<file path="src/rtl/bitframe_pkg.sv">
package bitframe_pkg;

    localparam int unsigned DATA_W    = 8;
    localparam int unsigned CRC_W     = 16;
    localparam int unsigned STUFF_RUN = 5;
    localparam logic [DATA_W-1:0] FLAG_PAT = 8'h7E;
    localparam logic [CRC_W-1:0]  CRC_POLY = 16'h1021;

    typedef enum logic [2:0] {
        ST_IDLE,
        ST_FLAG,
        ST_DATA,
        ST_FCS,
        ST_ABORT
    } tx_state_e;

    typedef struct packed {
        logic [DATA_W-1:0] data;
        logic              eom;
    } hold_t;

    function automatic logic [CRC_W-1:0] crc_step(input logic [CRC_W-1:0] c, input logic b);
        logic fb;
        fb = c[CRC_W-1] ^ b;
        return {c[CRC_W-2:0], 1'b0} ^ (fb ? CRC_POLY : '0);
    endfunction

endpackage

</file>
<file path="src/rtl/bf_hold.sv">
module bf_hold
    import bitframe_pkg::*;
(
    input  logic              clk,
    input  logic              rst,
    input  logic              take,
    input  logic              flush,
    input  logic              in_valid,
    input  logic [DATA_W-1:0] in_data,
    input  logic              in_eom,
    output logic              in_ready,
    output logic              full,
    output hold_t             held
);

    assign in_ready = !full;

    always_ff @(posedge clk) begin
        if (rst) begin
            full <= 1'b0;
            held <= '0;
        end else if (in_valid && !full) begin
            full <= 1'b1;
            held <= '{data: in_data, eom: in_eom};
        end else if (take || flush) begin
            full <= 1'b0;
        end
    end

    // a held byte stays put until it is taken or flushed
    assert_hold_keep_R1: assert property (@(posedge clk) disable iff (rst)
        (full && !take && !flush) |=> (full && $stable(held)));

endmodule

</file>
<file path="src/rtl/bf_crc.sv">
module bf_crc
    import bitframe_pkg::*;
(
    input  logic             clk,
    input  logic             rst,
    input  logic             preset,
    input  logic             preset_ones,
    input  logic             step,
    input  logic             din,
    output logic [CRC_W-1:0] crc
);

    always_ff @(posedge clk) begin
        if (rst)         crc <= '1;
        else if (preset) crc <= preset_ones ? '1 : '0;
        else if (step)   crc <= crc_step(crc, din);
    end

endmodule

</file>
<file path="src/rtl/bf_line.sv">
module bf_line (
    input  logic clk,
    input  logic rst,
    input  logic bit_en,
    input  logic nrzi,
    input  logic force_high,
    input  logic bit_in,
    output logic line
);

    always_ff @(posedge clk) begin
        if (rst) begin
            line <= 1'b1;
        end else if (bit_en) begin
            if (force_high) line <= 1'b1;
            else if (nrzi)  line <= bit_in ? line : ~line;
            else            line <= bit_in;
        end
    end

endmodule

</file>
<file path="src/rtl/bitframe_tx.sv">
module bitframe_tx
    import bitframe_pkg::*;
#(
    parameter int unsigned ABORT_ONES = 8
) (
    input  logic              clk,
    input  logic              rst,
    input  logic              bit_en,
    input  logic              tx_enable,
    input  logic              cfg_nrzi,
    input  logic              cfg_crc_ones,
    input  logic              cfg_idle_flags,
    input  logic              abort_req,
    input  logic              in_valid,
    input  logic [DATA_W-1:0] in_data,
    input  logic              in_eom,
    output logic              in_ready,
    output logic              txd,
    output logic              rts,
    output logic              eom_flag
);

    localparam int unsigned CW = $clog2(DATA_W);
    localparam int unsigned AW = $clog2(ABORT_ONES);
    localparam int unsigned OW = $clog2(STUFF_RUN + 1);
    localparam logic [CW-1:0] LAST_BIT  = CW'(DATA_W - 1);
    localparam logic [AW-1:0] ABORT_END = AW'(ABORT_ONES - 2);

    tx_state_e         st;
    logic [CW-1:0]     cnt;
    logic [AW-1:0]     acnt;
    logic [DATA_W-1:0] sh;
    logic              cur_eom;
    logic              fcs_lo;
    logic [OW-1:0]     ones;
    logic              abort_pend;

    logic              hold_full;
    hold_t             held;
    logic [CRC_W-1:0]  crc;

    logic              abort_go, stuff, field_bit, tx_bit;
    logic              flag_end, start_frame, mid_load, take, crc_en, byte_end;

    assign abort_go  = bit_en && (abort_pend || abort_req) && (st == ST_DATA || st == ST_FCS);
    assign stuff     = (ones == OW'(STUFF_RUN)) && (st == ST_DATA || st == ST_FCS || st == ST_FLAG);
    assign field_bit = (st == ST_FCS) ? ~crc[{~fcs_lo, cnt}] : sh[0];
    assign byte_end  = !stuff && (cnt == LAST_BIT);

    always_comb begin
        tx_bit = 1'b1;
        if (!abort_go) begin
            case (st)
                ST_FLAG:          tx_bit = stuff ? 1'b0 : FLAG_PAT[cnt];
                ST_DATA, ST_FCS:  tx_bit = stuff ? 1'b0 : field_bit;
                default:          tx_bit = 1'b1;
            endcase
        end
    end

    assign flag_end    = (st == ST_FLAG) && byte_end;
    assign start_frame = flag_end && tx_enable && hold_full && rts;
    assign mid_load    = (st == ST_DATA) && byte_end && !cur_eom && hold_full;
    assign take        = bit_en && !abort_go && (start_frame || mid_load);
    assign crc_en      = bit_en && !abort_go && (st == ST_DATA) && !stuff;

    bf_hold u_hold (
        .clk(clk), .rst(rst), .take(take), .flush(abort_go),
        .in_valid(in_valid), .in_data(in_data), .in_eom(in_eom),
        .in_ready(in_ready), .full(hold_full), .held(held)
    );

    bf_crc u_crc (
        .clk(clk), .rst(rst), .preset(bit_en && start_frame), .preset_ones(cfg_crc_ones),
        .step(crc_en), .din(sh[0]), .crc(crc)
    );

    bf_line u_line (
        .clk(clk), .rst(rst), .bit_en(bit_en), .nrzi(cfg_nrzi),
        .force_high(st == ST_IDLE && cfg_nrzi), .bit_in(tx_bit), .line(txd)
    );

    always_ff @(posedge clk) begin
        if (rst) begin
            st <= ST_IDLE; cnt <= '0; acnt <= '0; sh <= '0; cur_eom <= 1'b0;
            fcs_lo <= 1'b0; ones <= '0; rts <= 1'b0; eom_flag <= 1'b0; abort_pend <= 1'b0;
        end else begin
            if (abort_req) abort_pend <= 1'b1;
            if (abort_go) begin
                st <= ST_ABORT; acnt <= '0; ones <= '0; abort_pend <= 1'b0;
            end else if (bit_en) begin
                case (st)
                    ST_IDLE: begin
                        abort_pend <= 1'b0;
                        cnt <= '0;
                        if (tx_enable && hold_full) begin
                            st <= ST_FLAG; rts <= 1'b1;
                        end else begin
                            rts <= 1'b0;
                            if (cfg_idle_flags && !cfg_nrzi) st <= ST_FLAG;
                        end
                    end
                    ST_FLAG: begin
                        ones <= '0;
                        if (!stuff) begin
                            cnt <= cnt + 1'b1;
                            if (flag_end) begin
                                if (start_frame) begin
                                    st <= ST_DATA; sh <= held.data; cur_eom <= held.eom;
                                    eom_flag <= 1'b0;
                                end else if (tx_enable && hold_full) begin
                                    rts <= 1'b1;
                                end else begin
                                    st <= ST_IDLE;
                                end
                            end
                        end
                    end
                    ST_DATA, ST_FCS: begin
                        if (stuff) begin
                            ones <= '0;
                        end else begin
                            ones <= tx_bit ? ones + 1'b1 : '0;
                            sh   <= sh >> 1;
                            cnt  <= cnt + 1'b1;
                            if (byte_end) begin
                                if (st == ST_FCS) begin
                                    if (fcs_lo) st <= ST_FLAG;
                                    fcs_lo <= 1'b1;
                                end else if (mid_load) begin
                                    sh <= held.data; cur_eom <= held.eom;
                                end else begin
                                    st <= ST_FCS; fcs_lo <= 1'b0; eom_flag <= 1'b1;
                                end
                            end
                        end
                    end
                    ST_ABORT: begin
                        if (acnt == ABORT_END) st <= ST_IDLE;
                        else acnt <= acnt + 1'b1;
                    end
                    default: st <= ST_IDLE;
                endcase
            end
        end
    end

    // the run of ones never passes the stuffing limit outside an abort
    assert_run_limit_R4: assert property (@(posedge clk) disable iff (rst)
        (st != ST_ABORT) |-> (ones <= OW'(STUFF_RUN)));

    // request-to-send is high whenever frame content is on the line
    assert_rts_frame_R11: assert property (@(posedge clk) disable iff (rst)
        (st == ST_DATA || st == ST_FCS) |-> rts);

    // the end-of-message latch is set throughout the check field
    assert_eom_fcs_R12: assert property (@(posedge clk) disable iff (rst)
        (st == ST_FCS) |-> eom_flag);

    // after an idle bit time the line rests high
    assert_idle_mark_R13: assert property (@(posedge clk) disable iff (rst)
        (st == ST_IDLE && $past(st == ST_IDLE && bit_en)) |-> txd);

endmodule

</file>
<file path="config.mk">
export PLATFORM = sky130hd
export DESIGN_NAME = bitframe_tx
export DESIGN_NICKNAME = d
export VERILOG_FILES = /design/src/rtl/bitframe_pkg.sv /design/src/rtl/bf_hold.sv /design/src/rtl/bf_crc.sv /design/src/rtl/bf_line.sv /design/src/rtl/bitframe_tx.sv
export SDC_FILE = /design/constraint.sdc
export NUM_CORES = 1
export LEC_CHECK = 0
export ABC_AREA = 1
export BUFFER_PORTS_ARGS = -buffer_cell sky130_fd_sc_hd__buf_2
export CORE_MARGIN = 4
export CORE_UTILIZATION = 31
export CTS_CLUSTER_SIZE = 24
export DETAILED_ROUTE_END_ITERATION = 8
export GPL_TIMING_DRIVEN = 0
export PLACE_DENSITY = 0.49
export SLEW_MARGIN = 0
export SYNTH_ARGS = -nofsm -noshare
export SYNTH_HDL_FRONTEND = slang
export SYNTH_HIERARCHICAL = 1
export SYNTH_SLANG_ARGS = --single-unit
</file>
<file path="constraint.sdc">
create_clock -name clk -period 4.05 [get_ports clk]
set_input_delay 0.6075 -clock clk [delete_from_list [all_inputs] [get_ports clk]]
set_output_delay 0.6075 -clock clk [all_outputs]
set_load 0.01 [all_outputs]
</file>
==> results.cfg, run 1 <==
[drt]
drc = 0
drtAntennaViolNets = 0
routed_wl_um = 6390
wl_per_cell_um = 11.5
vias = 2544
drt-vias-per-instance = 4.57
firstDrtPassIters = 4
drtIter0Drc = 95

[sta]
worstMarginPinSlew_ns = 0.549
setup_violations = 0
finalHoldViolCount = 0
min_period_ns = 2.26
max_freq_mhz = 442
setup_tns_ns = 0
fin_skew_ns = 0.0137
slew_headroom_pct = 63.3
post-route-period-util_pct = 55.9
slew_viol_final = 0
grt_setup_unrepaired = no

[power_and_ir_drop]
vdd_drop_max_mv = 0.187
leakage_uw = 0.00154
power_density_nw_per_um2 = 451

[placement]
hpwl_um = 4920
place_congestion = 0.815
io_buffers = 21
placedCellCount = 549

[synth]
synthTopCellsByArea = dfxtp_1 (36%), nand2_1 (13%), inv_1 (6.9%)
syn_inst = 417
synthFlopType = dfxtp_1
synthDistinctLibCells = 35
async_flop_share_pct = 0
syn-cell-area_um2 = 2920
synth_top_area_cell = dfxtp_1
synth-edff-count = 0
synth-seq-cells = 53
yosysMostFrequentCell = nand2_1
yosysWarningCount = 6
synth_seq_area_share_pct = 36.3
synth_fp_nets = 441
synth_top_area_share_pct = 36.3
avgSynthCellArea_um2 = 7.00
synthTopCellsByCount = nand2_1 (99), inv_1 (54), dfxtp_1 (53)

[worst_setup_path]
worst_ep_required_time_ns = 4.25
critPathArrivalTime_ns = 2.46
cp-start-kind = flip-flop
crit_type = flip-flop to flip-flop
end_kind = flip-flop
path_max_fanout = 10

[floorplan]
pin_count = 22
die_w_um = 105
fp.dieH_um = 105
core-area_um2 = 9200
fp.dieArea_um2 = 11000
rows = 35
start_util_pct = 31.8

[global_route]
grt-ovfl-total = 0
grtUsageTotal_pct = 12.6
grt_first_pass_wirelength_um = 11600
antenna_found_initial = 0
grt_max_degree = 17
first_global_vias = 2496

[clock_tree]
root_buffer = clkbuf_8
post_cts_resized = 0
cts_hold_buffers = 0
clock_sinks = 53
h-tree-depth = 2
path_clk_slew_ns = 0.11
clk_path_buf_depth = 2
insertion_delay_ns = 0.31
cts_tree = yes
post_cts_buffers = 0
cts_made_buffers = 5

[final_layout]
n_antenna_cell = 0
areaGrowthSynthToFinish_pct = 12.5
nNetsFinal = 469
stdcell_count = 557
drive_gt1_share_pct = 16.8

[hold_path]
min_path_type = flip-flop to flip-flop

[status]
status = finished clean

[job]
maxCapViolCount = 0
[worst max-delay path, cell delays in order, from the launching register on]
cell,delay (ns)
dfxtp_1,0.45
ha_1,0.19
ha_1,0.19
a21boi_4,0.26
nand2_2,0.14
nor2_1,0.45
nor2_4,0.13
buf_4,0.20
nand2_1,0.07
nand3_2,0.07
[layout make-up]
class	instances	area [um2]
Buffer	9	82.6
Timing Repair Buffer	21	105
Inverter	59	226
Multi-Input combinational cell	296	1550
Clock buffer	6	82.6
Sequential cell	53	1060
Tap cell	111	139
Fill cell	1038	5910
Clock inverter	2	37.5
[through the flow]
| stage | instance area, um2 | worst slack (ns) | utilization [%] | hold WS (ns) | power, uW |
|---|---|---|---|---|---|
| finish | 3280 | 1.79 | 35.7 | 0.452 | 1480 |
| global route | 3280 | 1.52 | 35.7 | 0.483 | 1600 |
| CTS | 3280 | 1.74 | 35.7 | 0.455 | 1500 |
| detailed placement | 3160 | 1.78 | 34.4 | 0.440 | 1110 |
| global placement | 3160 | 1.81 | 34.4 | 0.437 | 1100 |
| floorplan | 2920 | 2.15 | - | 0.424 | 998 |
[placed cells by master, fill, tap and decap left out, types with 2 or more instances in the layout]
master	n
nand4_1	3
dfxtp_1	53
buf_4	2
nor2_4	3
nor2_1	43
nand3b_1	11
ha_1	6
nand3_2	13
clkbuf_8	6
nand2_2	6
inv_1	54
inv_4	2
buf_2	23
a31oi_1	2
o21ai_0	26
nand2_1	99
clkinv_1	2
a21oi_1	27
buf_6	3
nand2_4	3
nor2_2	5
nand3_1	36
nor3_1	3
[flip-flops by register name, indices dropped and copies added, names as in the netlist, 3 cells and up, named ones only]
| signal | count |
|---|---|
| sh | 8 |
| u_hold/held | 9 |
| u_crc/crc | 16 |
| ones | 3 |
| cnt | 3 |
| acnt | 3 |
| st | 3 |
[logic make-up (layout without fill, tap and decap cells)]
group                      after synthesis  after routing  share of synthesized area [%]
AOI/OAI and AO/OA                       59             59                           11.0
xor gates and xnor gates                 1              1                          0.300
adders and majority gates                6              6                           2.57
buffers and inverters                   68             97                           10.6
DFF                                     53             53                           36.3
and+or+nand+nor                        230            230                           39.2
[routing by layer]
| layer | up-vias | track usage, % | part of all wire (%) |
|---|---|---|---|
| met3 | 2 | 2.16 | 3.1 |
| met4 | 0 | 2.91 | 0.56 |
| li1 | 1387 | - | - |
| met1 | 1122 | 17.1 | 51 |
| met2 | 33 | 20.7 | 46 |
| met5 | - | 0 | 0 |
[power breakdown]
| group | total [uW] | internal, uW | switching [uW] |
|---|---|---|---|
| registers | 640 | 591 | 49.4 |
| clock network | 391 | 201 | 190 |
| logic | 452 | 164 | 287 |
[path summary, 6_finish.rpt]
kind	from	endpoint	slack, ns	depth (start not counted)
worst max-delay path	cnt[1]$_SDFFE_PP0N_	u_crc/crc[14]$_SDFFE_PP1P_	1.79	9
worst min register to register	u_hold/held[0]$_SDFFE_PP0P_	cur_eom$_SDFFE_PP0P_	0.45	2
worst max register to register	cnt[1]$_SDFFE_PP0N_	u_crc/crc[14]$_SDFFE_PP1P_	1.79	9
worst min-delay path	u_hold/held[0]$_SDFFE_PP0P_	cur_eom$_SDFFE_PP0P_	0.45	2
No activity file was read; power rests on OpenSTA's default activity.
==> run 2, diff against run 1 <==
ABC_AREA = 0   (was 1)
PLACE_DENSITY = 0.5   (was 0.49)
clock period = 2 ns   (was 4.05 ns; I/O delays follow)
==> run 2 against run 1 <==
  * Register-to-register slack got worse by 1.7 ns
  * Maximum frequency grew 18%
  * Die area rose by 1.7%
  * Clock skew is 0.0018 ns lower
  * Clock power increased by 96%
  * Critical path type unchanged
  * Largest cell class unchanged
==> results.cfg, run 2 <==
[placement]
hpwl_um = 5260
io_buffers = 21
place_congestion = 0.862
placedCellCount = 469

[drt]
drc = 0
vias = 2504
wl_per_cell_um = 15.1
firstDrtPassIters = 4
drtAntennaViolNets = 0
drt-vias-per-instance = 5.16
drtIter0Drc = 77
routed_wl_um = 7330

[clock_tree]
insertion_delay_ns = 0.31
clock_sinks = 53
h-tree-depth = 2
root_buffer = clkbuf_8
cts_made_buffers = 5
cts_hold_buffers = 0
path_clk_slew_ns = 0.10
clk_path_buf_depth = 2
cts_tree = yes

[synth]
synthTopCellsByCount = dfxtp_1 (53), mux2i_1 (25), nor2_1 (24)
synth_fp_nets = 343
synth_top_area_cell = dfxtp_1
yosysWarningCount = 6
avgSynthCellArea_um2 = 9.33
synth-seq-cells = 53
synth-edff-count = 0
syn-cell-area_um2 = 2980
synth_seq_area_share_pct = 35.7
synth_top_area_share_pct = 35.7
synthFlopType = dfxtp_1
syn_inst = 319
yosysMostFrequentCell = dfxtp_1
synthTopCellsByArea = dfxtp_1 (36%), mux2i_1 (8.4%), nand4bb_1 (3.8%)
synthDistinctLibCells = 72
async_flop_share_pct = 0

[floorplan]
fp.dieH_um = 106
die_w_um = 106
start_util_pct = 32.0
fp.dieArea_um2 = 11200
pin_count = 22
rows = 35
core-area_um2 = 9280

[final_layout]
largest_register_ff_count = 16
nNetsFinal = 379
stdcell_count = 485
fin_util_pct = 38.6
largest-register = u_crc/crc
final_common_cell = dfxtp_1
mostFrequentLayoutCells = dfxtp_1 (48), mux2i_1 (25), nor2_1 (23), o21ai_0 (22), buf_2 (22)
nFillCells = 986
drive_gt1_share_pct = 28.1
regArea_um2 = 1070
areaGrowthSynthToFinish_pct = 20.6
n_antenna_cell = 0
reg.largest.list = u_crc/crc (16), u_hold/held (9), sh (8)
multi_input_comb_area_um2 = 1920

[global_route]
grt-ovfl-total = 0
grtUsageTotal_pct = 13.3
grt_first_pass_wirelength_um = 12300
antenna_found_initial = 0
first_global_vias = 2448
grt_max_degree = 16

[power_and_ir_drop]
switching_share_pct = 33.3
leakage_uw = 0.00126
power_density_nw_per_um2 = 829
p_int_uw = 1980
combPwrFrac_pct = 33.1
seqPwrFrac_pct = 41.1
vdd_drop_max_mv = 0.422
p_clk_share_pct = 25.8
p_sw_uw = 989

[worst_setup_path]
path_cells = and2b_2, a22o_1, a31o_2, nor3_4, a31oi_4, xor2_1, nor3_1, o21bai_1
end_kind = flip-flop
path_max_fanout = 7
worst_ep_required_time_ns = 2.21
critPathArrivalTime_ns = 2.12
slowest_delay_ns = 0.40
r2r_slack_ns = 0.09
cp-start-kind = flip-flop
crit_type = flip-flop to flip-flop
crit_slowest_cell = dfxtp_4

[job]
maxCapViolCount = 0

[sta]
post-route-period-util_pct = 95.6
setup_violations = 0
hold_slack_ns = 0.261
worstMarginPinSlew_ns = 0.763
max_freq_mhz = 523
slew_headroom_pct = 49.0
fin_skew_ns = 0.0119
slew_viol_final = 0
finalHoldViolCount = 0
min_period_ns = 1.91

[status]
status = finished clean

[hold_path]
min_path_type = input port to flip-flop
run 2: cell types whose count changed after synthesis, sizes merged, moves of 6 or more:
| cell | delta |
|---|---|
| mux2i | +25 |
| nand2b | +14 |
| nand3b | -7 |
| inv | -49 |
| clkbuf | +6 |
| o21ai | +6 |
| nor3 | +6 |
| nand4bb | +10 |
| nor2 | -23 |
| nand3 | -42 |
| nand2 | -94 |
| a21oi | -15 |
| a211oi | +8 |
run 2: final timing paths:
kind / endpoint / start / cells after the start
setup / recovery: u_line/line$_SDFFE_PP1P_ / st[1]$_SDFFE_PP0P_ / 8
hold / removal: u_hold/held[0]$_SDFFE_PP0P_ / in_eom / 3
setup reg to reg: u_line/line$_SDFFE_PP1P_ / st[1]$_SDFFE_PP0P_ / 8
hold reg to reg: u_hold/held[0]$_SDFFE_PP0P_ / u_hold/held[0]$_SDFFE_PP0P_ / 2
run 2: power by group through the flow:
stage / Sequential (uW) / Combinational (uW) / Clock [uW]
after floorplan: 1220 / 638 / 0
after global placement: 1240 / 830 / 0
after detailed placement: 1240 / 826 / 0
after CTS: 1220 / 895 / 792
after global routing: 1240 / 1060 / 836
final: 1220 / 984 / 768
run 2: critical path, delay by kind of cell, from the launching register on:
kind,cells,cell delay [ns]
compound gates,4,0.62
simple gates,3,0.61
flops,1,0.40
xor+xnor,1,0.18
run 2: layout make-up:
| type | count | share of cell area, % |
|---|---|---|
| clock inverter | 1 | 0.837 |
| multi-input combinational | 242 | 53.4 |
| buffer | 16 | 3.42 |
| clock buffer | 7 | 2.41 |
| sequential | 53 | 30.0 |
| timing repair buffer | 29 | 4.60 |
| tap | 129 | 4.50 |
| inverter | 8 | 0.837 |
run 2: stage by stage:
stage	total power, uW	TNS, ns	area (um2)	setup WS [ns]
2_1_floorplan	1860	0	2980	0.105
3_3_place_gp	2070	-7.05	3240	-0.378
5_1_grt	3140	-0.00144	3590	-0.00124
6_report	2970	0	3590	0.0883
4_1_cts	2910	0	3470	0.000434
3_5_place_dp	2070	-6.73	3240	-0.384
run 2: kinds of logic (layout without fill, tap and decap cells):
family                   count (synthesis)  after routing  synth area share [%]
AO/OA/AOI/OAI                           92             92                  22.0
XOR/XNOR                                 3              3                  1.14
adder cells (fa/ha/maj)                  6              6                  2.52
buffers and inverters                   24             61                  4.58
flip-flops                              53             53                  35.7
multiplexers                            29             29                  10.4
AND/OR/NAND/NOR                        112            112                  23.7
run 2: per-layer routing:
layer / part of all wire [%] / routed length [um] / up-vias / global-route usage [%]
li1: - / - / 1247 / -
met1: 47 / 3470 / 1187 / 18.7
met2: 46 / 3400 / 60 / 20.8
met3: 4.8 / 349 / 10 / 2.19
met4: 1.5 / 110 / 0 / 4.26
met5: 0 / 0 / - / 0
run 2: what timing repair did:
item / CTS / global route
buffers inserted: 3 / 5
setup endpoints to repair: 31 / 29
pin swaps: 1 / 8
gates resized for setup: 21 / 21
gates cloned: 0 / 0
